$ cat src/rtl/sram_ctl_pkg.sv
`timescale 1ns/1ps
// Shared types and compile-time helpers for the SRAM access sequencer.
// Assumes all timing values are given in picoseconds as non-negative integers.
package sram_ctl_pkg;

    typedef enum logic [2:0] {
        ST_IDLE,
        ST_RD_WAIT,
        ST_RD_REL,
        ST_WR_HZ,
        ST_WR_DAT,
        ST_WR_REL
    } seq_state_t;

    // Round a minimum time up to whole clock cycles, never fewer than one.
    function automatic int unsigned cycles_for(input int unsigned t_ps, input int unsigned clk_ps);
        int unsigned c;
        c = (t_ps + clk_ps - 1) / clk_ps;
        return (c == 0) ? 1 : c;
    endfunction

    function automatic int unsigned umax(input int unsigned a, input int unsigned b);
        return (a > b) ? a : b;
    endfunction

endpackage

$ cat src/rtl/sram_ctl_timer.sv
`timescale 1ns/1ps
// Phase down-counter: loaded with (cycles-1) at a phase start and reports
// zero in the last cycle of the phase. Holds at zero when not reloaded.
module sram_ctl_timer #(
    parameter int unsigned CNT_W = 4
) (
    input  logic             clk,
    input  logic             rst_n,
    input  logic             load,
    input  logic [CNT_W-1:0] load_val,
    output logic             zero
);
    logic [CNT_W-1:0] cnt;

    // Load on phase entry, otherwise count down to zero and stop.
    always_ff @(posedge clk) begin
        if (!rst_n)
            cnt <= '0;
        else if (load)
            cnt <= load_val;
        else if (cnt != '0)
            cnt <= cnt - 1'b1;
    end

    assign zero = (cnt == '0);
endmodule

$ cat src/rtl/sram_ctl_rcap.sv
`timescale 1ns/1ps
// Read-data capture register: samples the memory bus on a capture strobe
// and holds the value until the next capture.
module sram_ctl_rcap #(
    parameter int unsigned DATA_W = 8
) (
    input  logic              clk,
    input  logic              rst_n,
    input  logic              cap,
    input  logic [DATA_W-1:0] din,
    output logic [DATA_W-1:0] q
);
    // Capture only when the sequencer closes a read window.
    always_ff @(posedge clk) begin
        if (!rst_n)
            q <= '0;
        else if (cap)
            q <= din;
    end
endmodule

$ cat src/rtl/sram_ctl_seq.sv
`timescale 1ns/1ps
// Access sequencer: walks idle -> strobe phases -> release, drives the
// registered select/strobe/driver controls and the timer loads.
// Assumes the host holds req until ack and drops it after seeing ack.
module sram_ctl_seq
    import sram_ctl_pkg::*;
#(
    parameter int unsigned CNT_W   = 4,
    parameter int unsigned RD_CYC  = 7,
    parameter int unsigned HZ_CYC  = 3,
    parameter int unsigned DAT_CYC = 4
) (
    input  logic             clk,
    input  logic             rst_n,
    input  logic             req,
    input  logic             wr,
    input  logic             tmr_zero,
    output logic             tmr_load,
    output logic [CNT_W-1:0] tmr_val,
    output logic             accept,
    output logic             cap,
    output logic             ack,
    output logic             cs_on,
    output logic             oe_on,
    output logic             we_on,
    output logic             dq_drive
);
    seq_state_t st, nxt;

    // Next-state and timer-load decode.
    always_comb begin
        nxt      = st;
        tmr_load = 1'b0;
        tmr_val  = '0;
        accept   = 1'b0;
        cap      = 1'b0;
        case (st)
            ST_IDLE: if (req) begin
                accept   = 1'b1;
                tmr_load = 1'b1;
                if (wr) begin
                    nxt     = ST_WR_HZ;
                    tmr_val = CNT_W'(HZ_CYC - 1);
                end else begin
                    nxt     = ST_RD_WAIT;
                    tmr_val = CNT_W'(RD_CYC - 1);
                end
            end
            ST_RD_WAIT: if (tmr_zero) begin
                nxt = ST_RD_REL;
                cap = 1'b1;
            end
            ST_RD_REL: nxt = ST_IDLE;
            ST_WR_HZ: if (tmr_zero) begin
                nxt      = ST_WR_DAT;
                tmr_load = 1'b1;
                tmr_val  = CNT_W'(DAT_CYC - 1);
            end
            ST_WR_DAT: if (tmr_zero) nxt = ST_WR_REL;
            ST_WR_REL: nxt = ST_IDLE;
            default:   nxt = ST_IDLE;
        endcase
    end

    // State register and glitch-free registered pin controls.
    always_ff @(posedge clk) begin
        if (!rst_n) begin
            st       <= ST_IDLE;
            cs_on    <= 1'b0;
            oe_on    <= 1'b0;
            we_on    <= 1'b0;
            dq_drive <= 1'b0;
            ack      <= 1'b0;
        end else begin
            st       <= nxt;
            cs_on    <= (nxt != ST_IDLE);
            oe_on    <= (nxt == ST_RD_WAIT);
            we_on    <= (nxt == ST_WR_HZ) || (nxt == ST_WR_DAT);
            dq_drive <= (nxt == ST_WR_DAT) || (nxt == ST_WR_REL);
            ack      <= (nxt == ST_RD_REL) || (nxt == ST_WR_REL);
        end
    end
endmodule

$ cat src/rtl/sram_ctl.sv
`timescale 1ns/1ps
// Top level of the SRAM access sequencer. Derives every phase length from
// picosecond minimum times and the clock period, holds the request fields
// stable for the whole access and exposes a split tri-state data bus.
module sram_ctl
    import sram_ctl_pkg::*;
#(
    parameter int unsigned ADDR_W    = 18,
    parameter int unsigned DATA_W    = 8,
    parameter int unsigned CLK_PS    = 10000,
    parameter int unsigned T_RC_PS   = 70000,
    parameter int unsigned T_AA_PS   = 70000,
    parameter int unsigned T_OE_PS   = 35000,
    parameter int unsigned T_WC_PS   = 70000,
    parameter int unsigned T_WP_PS   = 55000,
    parameter int unsigned T_DW_PS   = 30000,
    parameter int unsigned T_WHZ_PS  = 25000
) (
    input  logic              clk,
    input  logic              rst_n,
    input  logic              req,
    input  logic              wr,
    input  logic [ADDR_W-1:0] addr,
    input  logic [DATA_W-1:0] wdata,
    output logic              ack,
    output logic [DATA_W-1:0] rdata,
    output logic [ADDR_W-1:0] mem_addr,
    output logic              mem_cs1_n,
    output logic              mem_cs2,
    output logic              mem_oe_n,
    output logic              mem_we_n,
    output logic [DATA_W-1:0] mem_dq_out,
    output logic              mem_dq_oe,
    input  logic [DATA_W-1:0] mem_dq_in
);
    localparam int unsigned RD_CYC  = umax(umax(cycles_for(T_RC_PS, CLK_PS),
                                                cycles_for(T_AA_PS, CLK_PS)),
                                           cycles_for(T_OE_PS, CLK_PS));
    localparam int unsigned HZ_CYC  = cycles_for(T_WHZ_PS, CLK_PS);
    localparam int unsigned WL_CYC  = umax(umax(cycles_for(T_WP_PS, CLK_PS),
                                                cycles_for(T_WC_PS, CLK_PS)),
                                           HZ_CYC + cycles_for(T_DW_PS, CLK_PS));
    localparam int unsigned DAT_CYC = WL_CYC - HZ_CYC;
    localparam int unsigned CNT_W   = $clog2(umax(RD_CYC, WL_CYC) + 1);

    logic             tmr_load, tmr_zero, accept, cap;
    logic [CNT_W-1:0] tmr_val;
    logic             cs_on, oe_on, we_on, dq_drive;
    logic [ADDR_W-1:0] addr_q;
    logic [DATA_W-1:0] wdata_q;

    sram_ctl_seq #(
        .CNT_W(CNT_W), .RD_CYC(RD_CYC), .HZ_CYC(HZ_CYC), .DAT_CYC(DAT_CYC)
    ) u_seq (
        .clk(clk), .rst_n(rst_n), .req(req), .wr(wr), .tmr_zero(tmr_zero),
        .tmr_load(tmr_load), .tmr_val(tmr_val), .accept(accept), .cap(cap),
        .ack(ack), .cs_on(cs_on), .oe_on(oe_on), .we_on(we_on), .dq_drive(dq_drive)
    );

    sram_ctl_timer #(.CNT_W(CNT_W)) u_tmr (
        .clk(clk), .rst_n(rst_n), .load(tmr_load), .load_val(tmr_val), .zero(tmr_zero)
    );

    sram_ctl_rcap #(.DATA_W(DATA_W)) u_rcap (
        .clk(clk), .rst_n(rst_n), .cap(cap), .din(mem_dq_in), .q(rdata)
    );

    // Request fields are latched once at acceptance and held for the access.
    always_ff @(posedge clk) begin
        if (!rst_n) begin
            addr_q  <= '0;
            wdata_q <= '0;
        end else if (accept) begin
            addr_q  <= addr;
            wdata_q <= wdata;
        end
    end

    assign mem_addr   = addr_q;
    assign mem_dq_out = wdata_q;
    assign mem_cs1_n  = ~cs_on;
    assign mem_cs2    = cs_on;
    assign mem_oe_n   = ~oe_on;
    assign mem_we_n   = ~we_on;
    assign mem_dq_oe  = dq_drive;
endmodule

$ cat config.mk
export PLATFORM = sky130hd
export DESIGN_NAME = sram_ctl
export DESIGN_NICKNAME = d
export VERILOG_FILES = /design/src/rtl/sram_ctl_pkg.sv /design/src/rtl/sram_ctl_timer.sv /design/src/rtl/sram_ctl_rcap.sv /design/src/rtl/sram_ctl_seq.sv /design/src/rtl/sram_ctl.sv
export SDC_FILE = /design/constraint.sdc
export NUM_CORES = 1
export LEC_CHECK = 0
export BUFFER_PORTS_ARGS = -buffer_cell sky130_fd_sc_hd__buf_4
export CORE_UTILIZATION = 39
export CTS_CLUSTER_SIZE = 25
export DETAILED_ROUTE_END_ITERATION = 6
export GPL_TIMING_DRIVEN = 1
export PLACE_DENSITY_LB_ADDON = 0.3
export SETUP_SLACK_MARGIN = 0.1
export SKIP_LAST_GASP = 1
export SLEW_MARGIN = 20
export SYNTH_ARGS = -nofsm -noshare
export SYNTH_HDL_FRONTEND = slang
export SYNTH_HIERARCHICAL = 1
export SYNTH_SLANG_ARGS = --single-unit
$ cat constraint.sdc
create_clock -name clk -period 2.3 [get_ports clk]
set_input_delay 0.46 -clock clk [delete_from_list [all_inputs] [get_ports clk]]
set_output_delay 0.46 -clock clk [all_outputs]
set_load 0.02 [all_outputs]
# Word level (Yosys, flattened, before mapping)
# Cells that the tools add are included.
[word_totals]
ff_bits = 45
elab_cells = 47
out_inout_bits = 40
[op_classes]
n_reduce_logical = 8
eq_ne = 8
n_bitwise = 3
muxes = 17
add_sub_neg = 1
[op_table]
columns = ["op", "n"]
rows = [
  ["$mux W3", 8],
  ["$pmux W3 S4", 1],
  ["$eq A3 B2 Y1 const B", 3],
  ["$eq A3 B3 Y1 const B", 3],
  ["$eq A3 B1 Y1 const B", 2],
  ["$logic_not A3 Y1", 2],
  ["$pmux W3 S2", 1],
  ["$reduce_bool A3 Y1", 2],
  ["$mux W1", 4],
  ["$mux W2", 2],
  ["$logic_or A1 B1 Y1", 3],
  ["$not A1 Y1", 3],
  ["$sub A3 B1 Y3 const B", 1],
  ["$pmux W1 S2", 1],
  ["$reduce_bool A2 Y1", 1],
]

# Logic depth before layout (Yosys ltp)
# Gate-level depths: netlist (run 1).
[logic_depth]
depth_word = 5
ltp_mapped = 9

# By module
# Netlist (run 1), hierarchy kept.
[by_module_without_submodules]
columns = ["mod", "area_each_um2", "cells_each", "seq_area_each_um2", "n_inst"]
rows = [
  ["sram_ctl", 1013.5, 86, 520.5, 1],
  ["sram_ctl_seq", 399.1, 38, 160.2, 1],
  ["sram_ctl_rcap", 301.5, 25, 160.2, 1],
  ["sram_ctl_timer", 205.2, 22, 60.1, 1],
]

# Worst setup path before layout (run 1)
# OpenSTA, ideal clock, no wires.
[synth_path]
kind = "reg2reg"
from = "reg u_tmr.cnt[0]"
to = "reg u_tmr.cnt[0]"
slack_ns = 0.384
path_stages_with_launch = 9
synth_period_minus_slack_ns = 1.916
n_path_buf = 0
t_arrival_ns = 1.804
required_ns = 2.188
cell_sequence = "dfxtp_1 -> inv_1 -> ha_1 -> nand2b_1 -> inv_1 -> and4b_2 -> or2_2 -> nor2b_2 -> a2111oi_1"
[synth_between]
elab_chain_len = 4
elab_cells_between_ends = 10
classes_between = "1 x add/sub; 6 x mux; 3 x reduce/logical"
[synth_lines]
columns = ["item", "line", "source"]
rows = [
  ["start, declared", "sram_ctl_timer.sv:13", "logic [CNT_W-1:0] cnt;"],
  ["start signal, assigned", "sram_ctl_timer.sv:20", "cnt <= load_val;"],
  ["start signal, assigned", "sram_ctl_timer.sv:22", "cnt <= cnt - 1'b1;"],
  ["$logic_not A3 Y1", "sram_ctl_timer.sv:25", "assign zero = (cnt == '0);"],
  ["via tmr_zero", "sram_ctl.sv:46", "logic tmr_load, tmr_zero, accept, cap;"],
  ["$mux W2", "sram_ctl_seq.sv:54", "ST_WR_HZ: if (tmr_zero) begin"],
  ["$pmux W3 S2", "sram_ctl_seq.sv:37", "case (st)"],
  ["via tmr_val[0]", "sram_ctl.sv:47", "logic [CNT_W-1:0] tmr_val;"],
  ["$mux W3", "sram_ctl_timer.sv:19", "else if (load)"],
]
# The timed path passes the listed nets, and every way through them passes these cells. The select of a mux whose other input is x is not followed.
# A chain may end at the register's enable or synchronous reset.

# Final worst setup path (run 1)
# Same ends and word-level chain as after synthesis.

==> reports/results.ini, run 1 <==
[timing]
skew_ns = 0.007618
drv_slew = 0
fin_crit_ns = 2.032
tns_ns = 0
max_freq_mhz = 492.1
rsz0062_at_grt = false
maxSlewHeadroom = 0.6730
setup_viol = 0
tightestPinTransition_ns = 0.4905
hold_viol_final = 0
period_share = 0.8835

[placed_design]
place_hpwl_mm = 2.624
gp_congestion = 0.6761
io_buffers = 77

[clock_network]
clk_latency_ns = 0.30
post_cts_buffers = 0
htree_levels = 2
numClockSinks = 45
cts_buffer_depth = 2
cts_root_buffer = clkbuf_8
clk_pin_slew_ns = 0.09
numCtsBuffers = 5
cts_tree = done

[floorplan]
dieArea_mm2 = 0.005206
ios = 78
die_x_um = 72.15
fp.dieH_um = 72.15
num_rows = 25
coreArea_mm2 = 0.004723
initial_core_util = 0.4064

[pwr]
leakage_nw = 1.175
power.density_mw_per_mm2 = 836.0
ir_drop_mv = 0.5789

[synth]
synth_top_area_frac = 0.4694
ys_seq_area_frac = 0.4694
yosysMostFrequentCell = dfxtp_1
async_reset_ff_frac = 0
ys_warn_count = 6
synthFlopType = dfxtp_1
syn-num-nets = 211
ys_seq_elements = 45
synth_cells = 171
yosysTopAreaCell = dfxtp_1
synth_edf_count = 0
synth_area_leaders = dfxtp_1, mux2i_1, nor2b_1, buf_12, buf_6
syn_area_mm2 = 0.001919
avgSynthCellArea_um2 = 11.22
synth_common_cells = dfxtp_1, nor2b_1, mux2i_1
synthDistinctLibCells = 32

[worst_hold_path]
hold_start = wdata[7]
whs_path_depth = 3
hp-class = input pin to register
whs_endpoint = mem_dq_out[7]$_SDFFE_PN0P_

[cells_and_area]
syn_to_final_growth_pct = 37.16
final_util = 0.5574
nets = 289
diodes = 0
drive_gt1_frac = 0.3840

[worst_setup_path]
reg2reg_depth = 8
worstPathArrival_ns = 2.22
end_kind = register
r2r_slack_ns = 0.27
r2r_end = u_tmr/cnt[0]$_SDFFE_PN0P_
start_kind = register
critPathKind = register to register
cp_max_fo = 9
cp_data_required_time_ns = 2.49
r2r_start = u_tmr/cnt[0]$_SDFFE_PN0P_

[outcome]
status = finished clean

[run]
max-cap-violations = 0

[drt]
wl_per_cell_um = 11.94
first_pass_iters = 4
via_per_inst = 4.467
vias = 1416
wirelength_mm = 3.785
initialDrtViolationCount = 62
ant_nets = 0
drc = 0

[global_route]
grt_pass1_vias = 1288
grt_max_degree = 43
grt_overflow_total = 0
grt_use_total = 0.1438
grt_first_pass_wirelength_mm = 5.644
antenna_found_initial = 0

[registers in the layout, indices dropped and copies added, names as in the netlist]
signal          count
u_seq/cs_on         1
u_seq/ack           1
u_seq/dq_drive      1
u_seq/oe_on         1
mem_dq_out          8
u_rcap/q            8
u_seq/st            3
u_seq/we_on         1
u_tmr/cnt           3
mem_addr           18
[through the flow]
step           cell area (um^2)  total power [W]  cells  setup WS (ns)  hold WS, ns
2_1_floorplan              1919         0.001423    171         0.3837       0.5592
5_1_grt                    2633         0.002317    317         0.1414       0.4149
6_report                   2633         0.002201    317         0.2679       0.4118
4_1_cts                    2619         0.002212    317         0.1502       0.4072
3_3_place_gp               2507         0.001602    309         0.2699       0.4977
3_5_place_dp               2507         0.001614    309         0.2182       0.5028
[layout make-up]
| type | count | area [um^2] |
|---|---|---|
| flip-flops and latches | 45 | 900.9 |
| well taps | 67 | 83.83 |
| clock buffers | 6 | 72.57 |
| clock inverters | 2 | 38.79 |
| inverters | 8 | 30.03 |
| multi-input cells | 109 | 905.9 |
| repair buffers | 80 | 600.6 |
| fillers | 452 | 2091 |
[worst max-delay path by stage]
stage / startpoint / to / slack, ns / cells after the start
2_1_floorplan: u_tmr/cnt[0]$_SDFFE_PN0P_ / u_tmr/cnt[0]$_SDFFE_PN0P_ / 0.38 / 8
3_3_place_gp: u_tmr/cnt[0]$_SDFFE_PN0P_ / u_tmr/cnt[0]$_SDFFE_PN0P_ / 0.27 / 8
3_5_place_dp: u_tmr/cnt[0]$_SDFFE_PN0P_ / u_tmr/cnt[0]$_SDFFE_PN0P_ / 0.22 / 8
4_1_cts: u_tmr/cnt[0]$_SDFFE_PN0P_ / u_tmr/cnt[1]$_SDFFE_PN0P_ / 0.15 / 8
5_1_grt: u_tmr/cnt[0]$_SDFFE_PN0P_ / u_rcap/q[7]$_SDFFE_PN0P_ / 0.14 / 8
6_report: u_tmr/cnt[0]$_SDFFE_PN0P_ / u_tmr/cnt[0]$_SDFFE_PN0P_ / 0.27 / 8
[critical path, cell delays in order, from the launching register on]
cell and delay [ns]:
dfxtp_1 0.35, inv_1 0.07, ha_1 0.24, nand2b_1 0.15
inv_1 0.11, and4b_2 0.28, or2_4 0.30, nor2b_2 0.16
a2111oi_1 0.28
[layer usage]
layer / GRT usage / vias to the layer above / routed length (um)
li1: - / 729 / -
met4: 0.07843 / 0 / 73
met2: 0.2461 / 40 / 1872
met3: 0.03611 / 7 / 177
met1: 0.1642 / 640 / 1661
met5: 0 / - / 0
[power breakdown]
part | switching (W) | internal (W) | total [W] | leakage [nW]
sequential | 0.0000639 | 0.000873 | 0.000937 | 0.369
combinational | 0.000330 | 0.000344 | 0.000674 | 0.751
clock | 0.000264 | 0.000326 | 0.000590 | 0.0554
total | 0.000658 | 0.00154 | 0.00220 | 1.18
[cell usage in the layout (no fill, tap or decap), types with 2 or more instances in the layout]
cell type and instances:
buf_4 80, dfxtp_1 45, nor2b_1 41, mux2i_1 34
inv_1 8, clkbuf_8 5, nor3b_1 3, and3_1 2
o21ai_0 2, xor2_1 2, and3b_1 2, nor2b_2 2
ha_1 2
[repair_timing]
action                                  in CTS  in global routing
gates resized for setup                      0                  3
hold buffers                                 0                  0
endpoints found under the setup margin       0                  2
endpoints found under the hold margin        0                  0
[logic make-up after synthesis]
| family | count (synthesis) | share of synthesized area |
|---|---|---|
| AND/OR/NAND/NOR | 60 | 0.2184 |
| flip-flops | 45 | 0.4694 |
| multiplexers | 34 | 0.1773 |
| buffers and inverters | 17 | 0.06584 |
| AO/OA/AOI/OAI | 11 | 0.04694 |
| XOR/XNOR | 2 | 0.009128 |
| adder cells (fa/ha/maj) | 2 | 0.01304 |
Power figures use the tool's default switching activity.
==> run 2: changes to the inputs <==
--- a/config.mk
+++ b/config.mk
@@ -5,6 +5,7 @@
 export SDC_FILE = /design/constraint.sdc
 export NUM_CORES = 1
 export LEC_CHECK = 0
+export ABC_AREA = 1
 export BUFFER_PORTS_ARGS = -buffer_cell sky130_fd_sc_hd__buf_4
 export CORE_UTILIZATION = 39
 export CTS_CLUSTER_SIZE = 25
==> run 2 against run 1 <==
Non-clock buffer count shrank 1. Worst setup slack gained 0.36 ns. Count of clock-buffer cells in the layout grew 1. Highest routed layer unchanged. Final cell count grew 39%. Synthesized cell count grew 75%. Sequential share of layout area shrank 0.31 points.
==> reports/results.ini, run 2 <==
[cells_and_area]
drive_gt1_frac = 0.2574  ; -0.1266
final_common_cell = nand2_1
nets = 413  ; +43%
largest_reg_flops = 18  ; unchanged
final_util = 0.5479  ; -0.009480
syn_to_final_growth_pct = 30.97
diodes = 0  ; unchanged
final_cell_mix = nand2_1, buf_4, nor2_1
fill_cells = 484  ; +7.1%

[pwr]
power.density_mw_per_mm2 = 963.2  ; +15%
ir_drop_mv = 0.5790  ; about the same
leakage_nw = 1.507  ; +28%

[global_route]
antenna_found_initial = 0  ; unchanged
grt_first_pass_wirelength_mm = 5.947  ; +5.4%
grt_use_total = 0.1415  ; -0.002278
grt_pass1_vias = 1406  ; +9.2%
grt_overflow_total = 0  ; unchanged
grt_max_degree = 53  ; +23%

[worst_setup_path]
start_kind = register
critPathTopFamily = simple AND/OR/NAND/NOR gates
cp_slowest_cell = dfxtp_1
cp_data_required_time_ns = 2.48  ; about the same
path_cells = inv_1, ha_1, inv_1, nor2_1, nand2_1, nand2_1, inv_2, nand3_2, inv_1, nor2_1, nor2_1
max_stage_delay_ns = 0.33  ; -0.02 ns
cp_max_fo = 7  ; -2
end_kind = register
cp.buffers_inverters = 4  ; +2
worstPathArrival_ns = 1.85  ; -0.37 ns
critPathKind = register to register
r2r_slack_ns = 0.63  ; +0.36 ns

[placed_design]
gp_congestion = 0.8485  ; +25%
io_buffers = 77  ; unchanged
place_hpwl_mm = 2.746  ; +4.7%

[synth]
ys_warn_count = 6  ; unchanged
avgSynthCellArea_um2 = 6.761  ; -40%
yosysMostFrequentCell = nand2_1
synth_top_area_frac = 0.4442  ; -0.02519
ys_seq_elements = 45  ; unchanged
synth_area_leaders = dfxtp_1, nand2_1, nor2_1, inv_1, buf_6
synth_common_cells = nand2_1, nor2_1, inv_1
ys_seq_area_frac = 0.4442  ; -0.02519
yosysTopAreaCell = dfxtp_1
syn_area_mm2 = 0.002028  ; +5.7%
synth_edf_count = 0  ; unchanged
async_reset_ff_frac = 0  ; unchanged
synthFlopType = dfxtp_1
synth_cells = 300  ; +75%
synthDistinctLibCells = 20  ; -38%
syn-num-nets = 340  ; +61%

[drt]
ant_nets = 0  ; unchanged
vias = 1799  ; +27%
initialDrtViolationCount = 78  ; +26%
drc = 0  ; unchanged
first_pass_iters = 4  ; unchanged
wl_per_cell_um = 8.759  ; -27%
via_per_inst = 4.089  ; -8.5%
wirelength_mm = 3.854  ; +1.8%

[clock_network]
numClockSinks = 45  ; unchanged
numCtsBuffers = 5  ; unchanged
post_cts_buffers = 0  ; unchanged
cts_root_buffer = clkbuf_8
post_cts_resized = 0  ; unchanged
clk_pin_slew_ns = 0.08  ; about the same
cts_hold_buffers = 0  ; unchanged
cts_buffer_depth = 2  ; unchanged
htree_levels = 2  ; unchanged
clk_latency_ns = 0.28  ; -0.02 ns
cts_tree = done

[floorplan]
dieArea_mm2 = 0.005493  ; +5.5%
initial_core_util = 0.4183  ; +0.01196
num_rows = 25  ; unchanged
fp.dieH_um = 74.12  ; +2.7%
die_x_um = 74.12  ; +2.7%
coreArea_mm2 = 0.004848  ; +2.6%
ios = 78  ; unchanged

[timing]
tightestPinTransition_ns = 0.4824  ; -0.008092 ns
drv_slew = 0  ; unchanged
max_freq_mhz = 598.0  ; +22%
period_share = 0.7270  ; -0.1565
setup_viol = 0  ; unchanged
rsz0062_at_grt = false
maxSlewHeadroom = 0.6784  ; +0.005395
tns_ns = 0  ; unchanged
hold_viol_final = 0  ; unchanged
skew_ns = 0.004035  ; -0.003583 ns
fin_crit_ns = 1.672  ; -0.3599 ns

[outcome]
status = finished clean

[run]
max-cap-violations = 0  ; unchanged

[worst_hold_path]
hp-class = input pin to register

run 2: power by group:
| group | internal [W] | switching, W |
|---|---|---|
| Sequential | 0.000948 | 0.0000924 |
| Combinational | 0.000432 | 0.000615 |
| Clock | 0.000238 | 0.000232 |
| Total | 0.00162 | 0.000940 |
run 2: layout make-up:
class	count	area, um^2	share of cell area
Inverter	56	210.2	0.07913
Multi-Input combinational cell	186	782.0	0.2944
Tap cell	67	83.83	0.03156
Sequential cell	45	900.9	0.3391
Timing Repair Buffer	79	593.1	0.2233
Clock buffer	7	86.33	0.03250
run 2: per-layer routing:
| metal | wire [um] | vias to the layer above | global-route usage |
|---|---|---|---|
| met5 | 0 | - | 0 |
| met4 | 48 | 0 | 0.06838 |
| met3 | 235 | 5 | 0.04201 |
| met2 | 1798 | 49 | 0.2313 |
| met1 | 1771 | 745 | 0.1702 |
| li1 | - | 1000 | - |
run 2: per-stage QoR:
| step | instance area, um^2 | total power, W | setup slack (ns) | cells | hold slack, ns |
|---|---|---|---|---|---|
| after global placement | 2570 | 0.002088 | 0.7736 | 433 | 0.4592 |
| after detailed placement | 2570 | 0.002114 | 0.6579 | 433 | 0.4622 |
| after floorplan | 2028 | 0.001812 | 0.8449 | 300 | 0.4742 |
| final | 2656 | 0.002558 | 0.6279 | 440 | 0.4582 |
| after CTS | 2656 | 0.002601 | 0.6422 | 440 | 0.4441 |
| after global routing | 2656 | 0.002756 | 0.4661 | 440 | 0.4587 |
run 2: worst reg2reg max path, delay by kind of cell (launching register included):
family	cells	cell delay (ns)
adder cells (fa/ha/maj)	1	0.21
buffers and inverters	4	0.25
flip-flops	1	0.33
AND/OR/NAND/NOR	6	0.76
run 2: worst paths after layout:
check | startpoint | endpoint | depth (start not counted)
setup / recovery | u_tmr/cnt[0]$_SDFFE_PN0P_ | u_tmr/cnt[1]$_SDFFE_PN0P_ | 11
hold / removal | addr[9] | mem_addr[9]$_SDFFE_PN0P_ | 5
setup reg to reg | u_tmr/cnt[0]$_SDFFE_PN0P_ | u_tmr/cnt[1]$_SDFFE_PN0P_ | 11
hold reg to reg | mem_addr[9]$_SDFFE_PN0P_ | mem_addr[9]$_SDFFE_PN0P_ | 2
run 2: kinds of logic after synthesis:
group                    after synthesis  synth area share
AO/OA/AOI/OAI                          8           0.02283
XOR/XNOR                               1          0.004319
adder cells (fa/ha/maj)                2           0.01234
buffers and inverters                 69            0.1703
flip-flops                            45            0.4442
AND/OR/NAND/NOR                      175            0.3461
